**src/rtl/mac_pkg.sv**
```systemverilog
package mac_pkg;

    typedef enum logic [2:0] {
        OP_MUL     = 3'd0,
        OP_MULADD  = 3'd1,
        OP_DUALADD = 3'd2,
        OP_MULSUB  = 3'd3,
        OP_UMUL64  = 3'd4,
        OP_UMAC64  = 3'd5,
        OP_SMUL64  = 3'd6,
        OP_SMAC64  = 3'd7
    } mac_op_e;

    typedef enum logic [1:0] {
        ACC_NONE,
        ACC_ADD,
        ACC_SUB,
        ACC_DUAL
    } acc_mode_e;

    typedef struct packed {
        logic      is_long;
        logic      is_signed;
        acc_mode_e acc;
        logic      undef;
        logic      set_nz;
    } mac_ctrl_t;

    function automatic mac_ctrl_t decode_op(mac_op_e op, logic s);
        mac_ctrl_t c;
        c.is_long   = 1'b0;
        c.is_signed = 1'b0;
        c.acc       = ACC_NONE;
        c.undef     = 1'b0;
        c.set_nz    = s;
        unique case (op)
            OP_MUL:     c.acc = ACC_NONE;
            OP_MULADD:  c.acc = ACC_ADD;
            OP_MULSUB:  c.acc = ACC_SUB;
            OP_DUALADD: begin
                c.is_long = 1'b1;
                c.acc     = ACC_DUAL;
                c.set_nz  = 1'b0;
                c.undef   = s;
            end
            OP_UMUL64:  c.is_long = 1'b1;
            OP_UMAC64:  begin c.is_long = 1'b1; c.acc = ACC_ADD; end
            OP_SMUL64:  begin c.is_long = 1'b1; c.is_signed = 1'b1; end
            OP_SMAC64:  begin c.is_long = 1'b1; c.is_signed = 1'b1; c.acc = ACC_ADD; end
            default:    c.undef = 1'b1;
        endcase
        return c;
    endfunction

endpackage

```
**src/rtl/mac_decode.sv**
```systemverilog
module mac_decode
    import mac_pkg::*;
(
    input  logic [2:0] op,
    input  logic       set_flags,
    output mac_ctrl_t  ctrl
);
    always_comb begin
        ctrl = decode_op(mac_op_e'(op), set_flags);
    end
endmodule

```
**src/rtl/mac_datapath.sv**
```systemverilog
module mac_datapath
    import mac_pkg::*;
#(
    parameter int W = 32
) (
    input  mac_ctrl_t          ctrl,
    input  logic [W-1:0]       mul_a,
    input  logic [W-1:0]       mul_b,
    input  logic [W-1:0]       acc_lo,
    input  logic [W-1:0]       acc_hi,
    output logic [2*W-1:0]     result,
    output logic               neg,
    output logic               zero
);
    localparam int DW = 2 * W;

    logic [W:0]           ext_a, ext_b;
    logic signed [DW+1:0] prod_full;
    logic [DW-1:0]        prod;
    logic [DW-1:0]        lo_ext, hi_ext, acc_pair;
    logic [DW-1:0]        sum;

    always_comb begin
        // one extra bit lets a single signed multiplier serve both signednesses
        ext_a     = {ctrl.is_signed & mul_a[W-1], mul_a};
        ext_b     = {ctrl.is_signed & mul_b[W-1], mul_b};
        prod_full = $signed(ext_a) * $signed(ext_b);
        prod      = prod_full[DW-1:0];
        lo_ext    = {{W{1'b0}}, acc_lo};
        hi_ext    = {{W{1'b0}}, acc_hi};
        acc_pair  = {acc_hi, acc_lo};

        unique case (ctrl.acc)
            ACC_NONE: sum = prod;
            ACC_ADD:  sum = prod + (ctrl.is_long ? acc_pair : lo_ext);
            ACC_SUB:  sum = lo_ext - prod;
            ACC_DUAL: sum = prod + lo_ext + hi_ext;
            default:  sum = prod;
        endcase

        result = sum;
        if (!ctrl.is_long) begin
            result[DW-1:W] = '0;
        end
        neg  = ctrl.is_long ? result[DW-1] : result[W-1];
        zero = (result == '0);
    end
endmodule

```
**src/rtl/mac_exec_unit.sv**
```systemverilog
module mac_exec_unit
    import mac_pkg::*;
#(
    parameter int W = 32
) (
    input  logic         clk,
    input  logic         rst,
    input  logic         start,
    input  logic [2:0]   op,
    input  logic         set_flags,
    input  logic [W-1:0] mul_a,
    input  logic [W-1:0] mul_b,
    input  logic [W-1:0] acc_lo,
    input  logic [W-1:0] acc_hi,
    output logic         done,
    output logic [W-1:0] res_lo,
    output logic [W-1:0] res_hi,
    output logic         wr_lo,
    output logic         wr_hi,
    output logic         flag_n,
    output logic         flag_z,
    output logic         nz_upd,
    output logic         cv_upd,
    output logic         undef_op
);
    localparam int DW = 2 * W;

    mac_ctrl_t     ctrl;
    logic [DW-1:0] result;
    logic          neg, zero;

    mac_decode u_decode (
        .op        (op),
        .set_flags (set_flags),
        .ctrl      (ctrl)
    );

    mac_datapath #(.W(W)) u_datapath (
        .ctrl   (ctrl),
        .mul_a  (mul_a),
        .mul_b  (mul_b),
        .acc_lo (acc_lo),
        .acc_hi (acc_hi),
        .result (result),
        .neg    (neg),
        .zero   (zero)
    );

    always_ff @(posedge clk) begin
        if (rst) begin
            done     <= 1'b0;
            res_lo   <= '0;
            res_hi   <= '0;
            wr_lo    <= 1'b0;
            wr_hi    <= 1'b0;
            flag_n   <= 1'b0;
            flag_z   <= 1'b0;
            nz_upd   <= 1'b0;
            undef_op <= 1'b0;
        end else begin
            done     <= start;
            wr_lo    <= start & ~ctrl.undef;
            wr_hi    <= start & ~ctrl.undef & ctrl.is_long;
            nz_upd   <= start & ~ctrl.undef & ctrl.set_nz;
            undef_op <= start & ctrl.undef;
            if (start) begin
                res_lo <= result[W-1:0];
                res_hi <= result[DW-1:W];
                flag_n <= neg;
                flag_z <= zero;
            end
        end
    end

    // multiply operations never touch carry or overflow
    assign cv_upd = 1'b0;


    done_follows_start_chk: assert property (@(posedge clk) disable iff (rst)
        done |-> $past(start));

    enables_need_done_chk: assert property (@(posedge clk) disable iff (rst)
        (wr_lo || wr_hi || nz_upd || undef_op) |-> done);

    hi_write_pairs_lo_chk: assert property (@(posedge clk) disable iff (rst)
        wr_hi |-> wr_lo);

    undef_no_write_chk: assert property (@(posedge clk) disable iff (rst)
        undef_op |-> (!wr_lo && !wr_hi && !nz_upd));

    long_zero_flag_chk: assert property (@(posedge clk) disable iff (rst)
        (nz_upd && wr_hi) |-> (flag_z == ((res_lo == '0) && (res_hi == '0))));

    long_neg_flag_chk: assert property (@(posedge clk) disable iff (rst)
        (nz_upd && wr_hi) |-> (flag_n == res_hi[W-1]));

endmodule

```
**config.mk**
```make
export PLATFORM = sky130hd
export DESIGN_NAME = mac_exec_unit
export DESIGN_NICKNAME = d
export VERILOG_FILES = /design/src/rtl/mac_pkg.sv /design/src/rtl/mac_decode.sv /design/src/rtl/mac_datapath.sv /design/src/rtl/mac_exec_unit.sv
export SDC_FILE = /design/constraint.sdc
export NUM_CORES = 2
export LEC_CHECK = 0
export ABC_AREA = 1
export BUFFER_PORTS_ARGS = -buffer_cell sky130_fd_sc_hd__buf_2
export CAP_MARGIN = 20
export CORE_MARGIN = 10
export CORE_UTILIZATION = 30
export CTS_BUF_LIST = sky130_fd_sc_hd__clkbuf_4 sky130_fd_sc_hd__clkbuf_8
export DETAILED_ROUTE_END_ITERATION = 8
export MAX_ROUTING_LAYER = met4
export PLACE_DENSITY = 0.43
export SLEW_MARGIN = 20
export SYNTH_ARGS = -nofsm -noshare
export SYNTH_HDL_FRONTEND = slang
export SYNTH_SLANG_ARGS = --single-unit
```
**constraint.sdc**
```tcl
create_clock -name clk -period 10.75 [get_ports clk]
set_input_delay 1.075 -clock clk [delete_from_list [all_inputs] [get_ports clk]]
set_output_delay 1.075 -clock clk [all_outputs]
set_load 0.02 [all_outputs]
```
## Yosys cells after proc, flatten, opt, wreduce, memory -nomap -nowiden

Index checks and enable logic that the tools add are counted.

| word-level totals | value |
|---|---|
| flip-flop bits (word level) | 71 |
| bits of input ports | 135 |
| output and inout bits | 72 |
| logic and storage cells | 44 |

| cells by class | value |
|---|---|
| add/subtract/negate cells | 4 |
| multipliers | 1 |
| equal/unequal tests | 10 |
| muxes and demuxes | 8 |
| bitwise gates (word level) | 7 |
| reductions and logical operators | 5 |

Operators by type and width:

| kind | count |
|---|---|
| $pmux 64 s4 | 1 |
| $add 64x32->64 | 2 |
| $add 64x64->64 | 1 |
| $logic_not 64->1 | 1 |
| $mul 33x33->64 | 1 |
| $mux 64 | 1 |
| $sub 32x64->64 | 1 |
| $mux 32 | 1 |
| $eq 3x3->1 const B | 4 |
| $and 1x1->1 | 6 |
| $eq 3x2->1 const B | 2 |
| $pmux 2 s3 | 1 |
| $reduce_or 5->1 | 1 |
| $eq 2x2->1 const B | 2 |
| $eq 3x1->1 const B | 1 |
| $mux 1 | 3 |
| $reduce_or 3->1 | 1 |
| $eq 2x1->1 const B | 1 |
| $logic_not 2->1 | 1 |
| $mux 2 | 1 |
| $reduce_or 2->1 | 1 |
| $not 1->1 | 1 |

## Depth between registers and ports, before layout

| depth | value |
|---|---|
| word-level depth | 10 |
| mapped depth | 60 |
| depth with buffers taken out | 57 |

## Modules after synthesis

From an unflattened synthesis, not the netlist that was laid out.

| unflattened totals | value |
|---|---|
| cells, all modules | 7951 |
| area, all modules | 55431.9 um^2 |

By module, submodules not included:

| module | instances | cells an instance | area each (um^2) | sequential area each (um^2) |
|---|---|---|---|---|
| mac_datapath | 1 | 7501 | 52496.6 | 0.0 |
| mac_exec_unit | 1 | 436 | 2875.3 | 1421.4 |
| mac_decode | 1 | 14 | 60.1 | 0.0 |

## Least setup slack after synthesis

Ideal clock, no wire load.

| path | value |
|---|---|
| kind | input port to flip-flop |
| start | in mul_a[16] |
| end | reg flag_z |
| setup time | 70 ps |
| arrival time | 9763 ps |
| data required time | 10680 ps |
| setup slack | 917 ps |
| stages on the path | 51 |
| path buffers | 2 |
| cell sequence | clkbuf_1 > clkbuf_1 > nand2_1 > fa_1 > inv_1 > fa_1 > fa_1 > inv_1 > fa_1 > fa_1 > inv_1 > fa_1 > inv_1 > fa_1 > inv_1 > fa_1 > ha_1 > nand2_1 > [15 not listed] > inv_1 > nor3_1 > nand2_1 > nand3_1 > nand3_2 > inv_1 > nand2_1 > nor2_4 > nand4_1 > nand3_1 > nand3_1 > nor2_1 > nor2_1 > nor2_1 > nand3_1 > nor2_1 > nand4_1 > a21oi_1 |

| between the ends | value |
|---|---|
| cells in the longest elaborated chain, start to end | 6 |
| elaborated cells on any way between the ends | 8 |
| those cells by class | add/sub (4); mul (1); mux (2); reduce/logical (1) |

RTL lines:

| what | line | text |
|---|---|---|
| from (decl) | mac_exec_unit.sv:11 | `input logic [W-1:0] mul_a,` |
| $mul 33x33->64 (*) | mac_datapath.sv:27 | `prod_full = $signed(ext_a) * $signed(ext_b);` |
| $add 64x32->64 (2 in series) | mac_datapath.sv:37 | `ACC_DUAL: sum = prod + lo_ext + hi_ext;` |
| $pmux 64 s4 (*) | mac_datapath.sv:33 | `unique case (ctrl.acc)` |
| $mux 32 | mac_datapath.sv:42 | `if (!ctrl.is_long) begin` |
| $logic_not 64->1 (*) | mac_datapath.sv:46 | `zero = (result == '0);` |
| to (signal assigned) | mac_exec_unit.sv:70 | `flag_z <= zero;` |
| to (decl) | mac_exec_unit.sv:21 | `output logic flag_z,` |

Mark *: on every way between the ends. The rest lies on a longest branch, timed or not.
A chain may end at the register's enable or synchronous reset.

## Final worst setup path

| path | value |
|---|---|
| start | in mul_b[0] |
| end | reg flag_z |

| between the ends | value |
|---|---|
| cells in the longest elaborated chain, start to end | 6 |
| elaborated cells on any way between the ends | 8 |
| those cells by class | add/sub (4); mul (1); mux (2); reduce/logical (1) |

RTL lines:

| what | line | text |
|---|---|---|
| from (decl) | mac_exec_unit.sv:12 | `input logic [W-1:0] mul_b,` |
| $mul 33x33->64 (*) | mac_datapath.sv:27 |  |
| $add 64x32->64 (2 in series) | mac_datapath.sv:37 |  |
| $pmux 64 s4 (*) | mac_datapath.sv:33 |  |
| $mux 32 | mac_datapath.sv:42 |  |
| $logic_not 64->1 (*) | mac_datapath.sv:46 |  |

Marks and branches as above.

==> results_dict.tcl <==
set metrics [dict create \
    cp-start-kind "primary input" \
    clk_latency_ps 390 \
    critPathMaxStageDelay_ps 560 \
    r2r-end "res_lo[0]" \
    via_count 54800 \
    cts_sinks 71 \
    antenna_found_initial 15 \
    path_max_fanout 8 \
    timing.rr.start "res_lo[0]" \
    dieArea_um2 206000 \
    drt-vias-per-instance 4.63 \
    rows 159 \
    setup-violations-final 0 \
    wl_per_cell_um 19.6 \
    grt_pass1_vias 57600 \
    fmax_mhz 95.7 \
    syn-num-nets 9825 \
    critPathKind "in -> reg" \
    area_delta_synth_final_pct 25.1 \
    portBuffers 205 \
    reg2reg_setup_slack_ps 10010 \
    crit_end "flag_z" \
    cts-htree-levels 3 \
    synth_top_family_by_area "adder cells" \
    outcome "complete, no violations" \
    seq_area_frac_synth_pct 2.52 \
    nNetsFinal 10900 \
    cp_num_cells 51 \
    synth_warnings 0 \
    fin_crit_sh_pct 97.2 \
    syn_inst 8191 \
    gp_congestion 0.969 \
    critPathLaunch "mul_b[0]" \
    worstMarginPinSlew_ps 938 \
    grt_max_degree 86 \
    synthMuxAreaShare_pct 0 \
    ios 207 \
    ys_seq_elements 71 \
    async_flop_share_pct 0 \
    tritoncts "done" \
    hp-class "reg -> reg" \
    synth_fa_ha_area_share_pct 48.7 \
    top_layer "met4" \
    hpwl_mm 209 \
    critPathBufInv 15 \
    wl_met2_mm 115 \
    cp_top_family "adder cells" \
    layout_common_cells "2,204 x nand2_1, 2,069 x inv_1, 1,178 x buf_4" \
    route.detailed.drc 0 \
    grtUsageTotal_pct 23.2 \
    slew_viol_final 0 \
    relSlewSlack_pct 37.5 \
    chipWidth_um 454 \
    required_ps 11080 \
    grt_pass1_wl_mm 356 \
    yosys.area_share.simple_pct 26.3 \
    synth_area_per_cell_um2 6.89 \
    synth_area_um2 56400 \
    yosysUniqueCellTypes 51 \
    post-route-min-period_ps 10450 \
    critPathArrivalTime_ps 10780 \
    met1_length_mm 105 \
    drt_wl_total_mm 232 \
    finalSetupTns_ps 0 \
    post-place-ws_ps -711 \
    maxCapViolCount 0 \
    timing.final.ws_setup_ps 300 \
    cts_made_buffers 9 \
    postRouteAntennaNets 0 \
    die_y_um 454 \
    synth_edf_count 0 \
    synth_compound_area_share_pct 5.79 \
    end_kind "flop" \
    cts_root_buf "clkbuf_8" \
    hold_viol 0 \
    clock_skew_ps 0 \
    synth_xor_area_share_pct 0.665 \
    first_iter_violations 3572 \
    start_util_pct 30.1 \
    crit_slowest_cell "fa_1" \
    grt.overflow.total 0 \
    drt_first_pass_iters 6 \
    final_common_cell "nand2_1" \
    clkTransAtPathRegs_ps 100 \
    ctsLongestPathBuffers 2 \
    hold_start "res_lo[31]" \
    dr_wl_met3_mm 8.07 \
    coreArea_um2 187000 \
    r2r_cells 2 \
    drive_gt1_share_pct 19.8 \
    synth_ff_type "dfxtp_1" \
]
==> flip-flops by register name (all words and copies together) (netlist names) <==
signal	flops
res_hi	32
nz_upd	1
flag_n	1
undef_op	1
wr_lo	1
res_lo	32
done	1
wr_hi	1
flag_z	1
==> metal layers <==
| layer | track usage, % | up-vias |
|---|---|---|
| met5 | - | - |
| met4 | 3.33 | 0 |
| met3 | 1.03 | 156 |
| met2 | 40.0 | 1056 |
| met1 | 30.8 | 27300 |
| li1 | - | 26200 |
==> worst min path at each step <==
stage | end | slack [ps] | depth (start not counted)
6_report | res_lo[31] | 470 | 2
5_1_grt | res_lo[31] | 490 | 2
4_1_cts | res_lo[31] | 470 | 2
3_5_place_dp | res_lo[31] | 460 | 2
3_3_place_gp | res_lo[31] | 460 | 2
2_1_floorplan | flag_z | 550 | 2
==> kinds of logic (layout without fill, tap and decap cells) <==
| family | Yosys count | after routing |
|---|---|---|
| simple gates | 3557 | 3557 |
| fa+ha+maj | 1499 | 1499 |
| compound gates | 610 | 610 |
| flops | 71 | 71 |
| buf+inv | 2411 | 3539 |
| xor+xnor | 42 | 42 |
| other cells | 1 | 7 |
==> worst reg2reg max path, delay by kind of cell (launching register included) <==
family,cells,cell delay [ps]
flip-flops,1,450
AND/OR/NAND/NOR,1,130
AO/OA/AOI/OAI,1,110
==> through the flow <==
step / util, % / area (um^2) / hold WS [ps] / std cells
floorplan: - / 56400 / 545 / 8191
global placement: 36.7 / 68700 / 455 / 11800
detailed placement: 36.7 / 68700 / 455 / 11800
CTS: 36.9 / 69100 / 470 / 11800
global route: 37.7 / 70600 / 492 / 11800
finish: 37.7 / 70600 / 472 / 11800
==> cell usage after synthesis, types with 6 or more instances <==
master / instances / area [um^2]
nor4_1: 7 / 43.8
xnor2_1: 19 / 166
nand4_1: 110 / 688
clkinv_1: 6 / 22.5
o21a_1: 10 / 75.1
inv_2: 15 / 56.3
nand2_1: 2253 / 8460
nor2_2: 29 / 181
o21bai_1: 19 / 143
nand3_2: 9 / 90.1
fa_1: 1160 / 23200
nor3_1: 35 / 175
dfxtp_1: 71 / 1420
buf_2: 11 / 55.1
a21oi_1: 281 / 1410
nand3b_1: 30 / 225
nor3_2: 6 / 60.1
o21ai_0: 232 / 1160
nand2_2: 46 / 288
a31oi_1: 19 / 119
xor2_1: 22 / 193
inv_1: 2077 / 7800
nor2_4: 10 / 113
nor2_1: 587 / 2200
o21ai_1: 8 / 40.0
clkbuf_1: 290 / 1090
ha_1: 339 / 4240
or2_2: 27 / 169
buf_1: 8 / 30.0
nand3_1: 395 / 1980
a21o_1: 20 / 150
==> timing repair <==
action,CTS,global route
gates resized for setup,41,351
setup buffers,1,16
hold buffers,0,0
pin swaps,3,63
endpoints found under the setup margin,5,25
endpoints found under the hold margin,0,0
==> final cells by class <==
| cell class | instances | area [um^2] |
|---|---|---|
| tap | 2495 | 3120 |
| inverter | 2099 | 7890 |
| sequential | 71 | 1420 |
| antenna | 6 | 15.0 |
| clock inverter | 7 | 63.8 |
| multi-input combinational | 5709 | 47200 |
| fill | 20400 | 117000 |
| timing repair buffer | 1424 | 10700 |
| clock buffer | 9 | 124 |
Power is not shown: default switching activity piles up to over one toggle a cycle in this logic, so the estimate is an artifact.
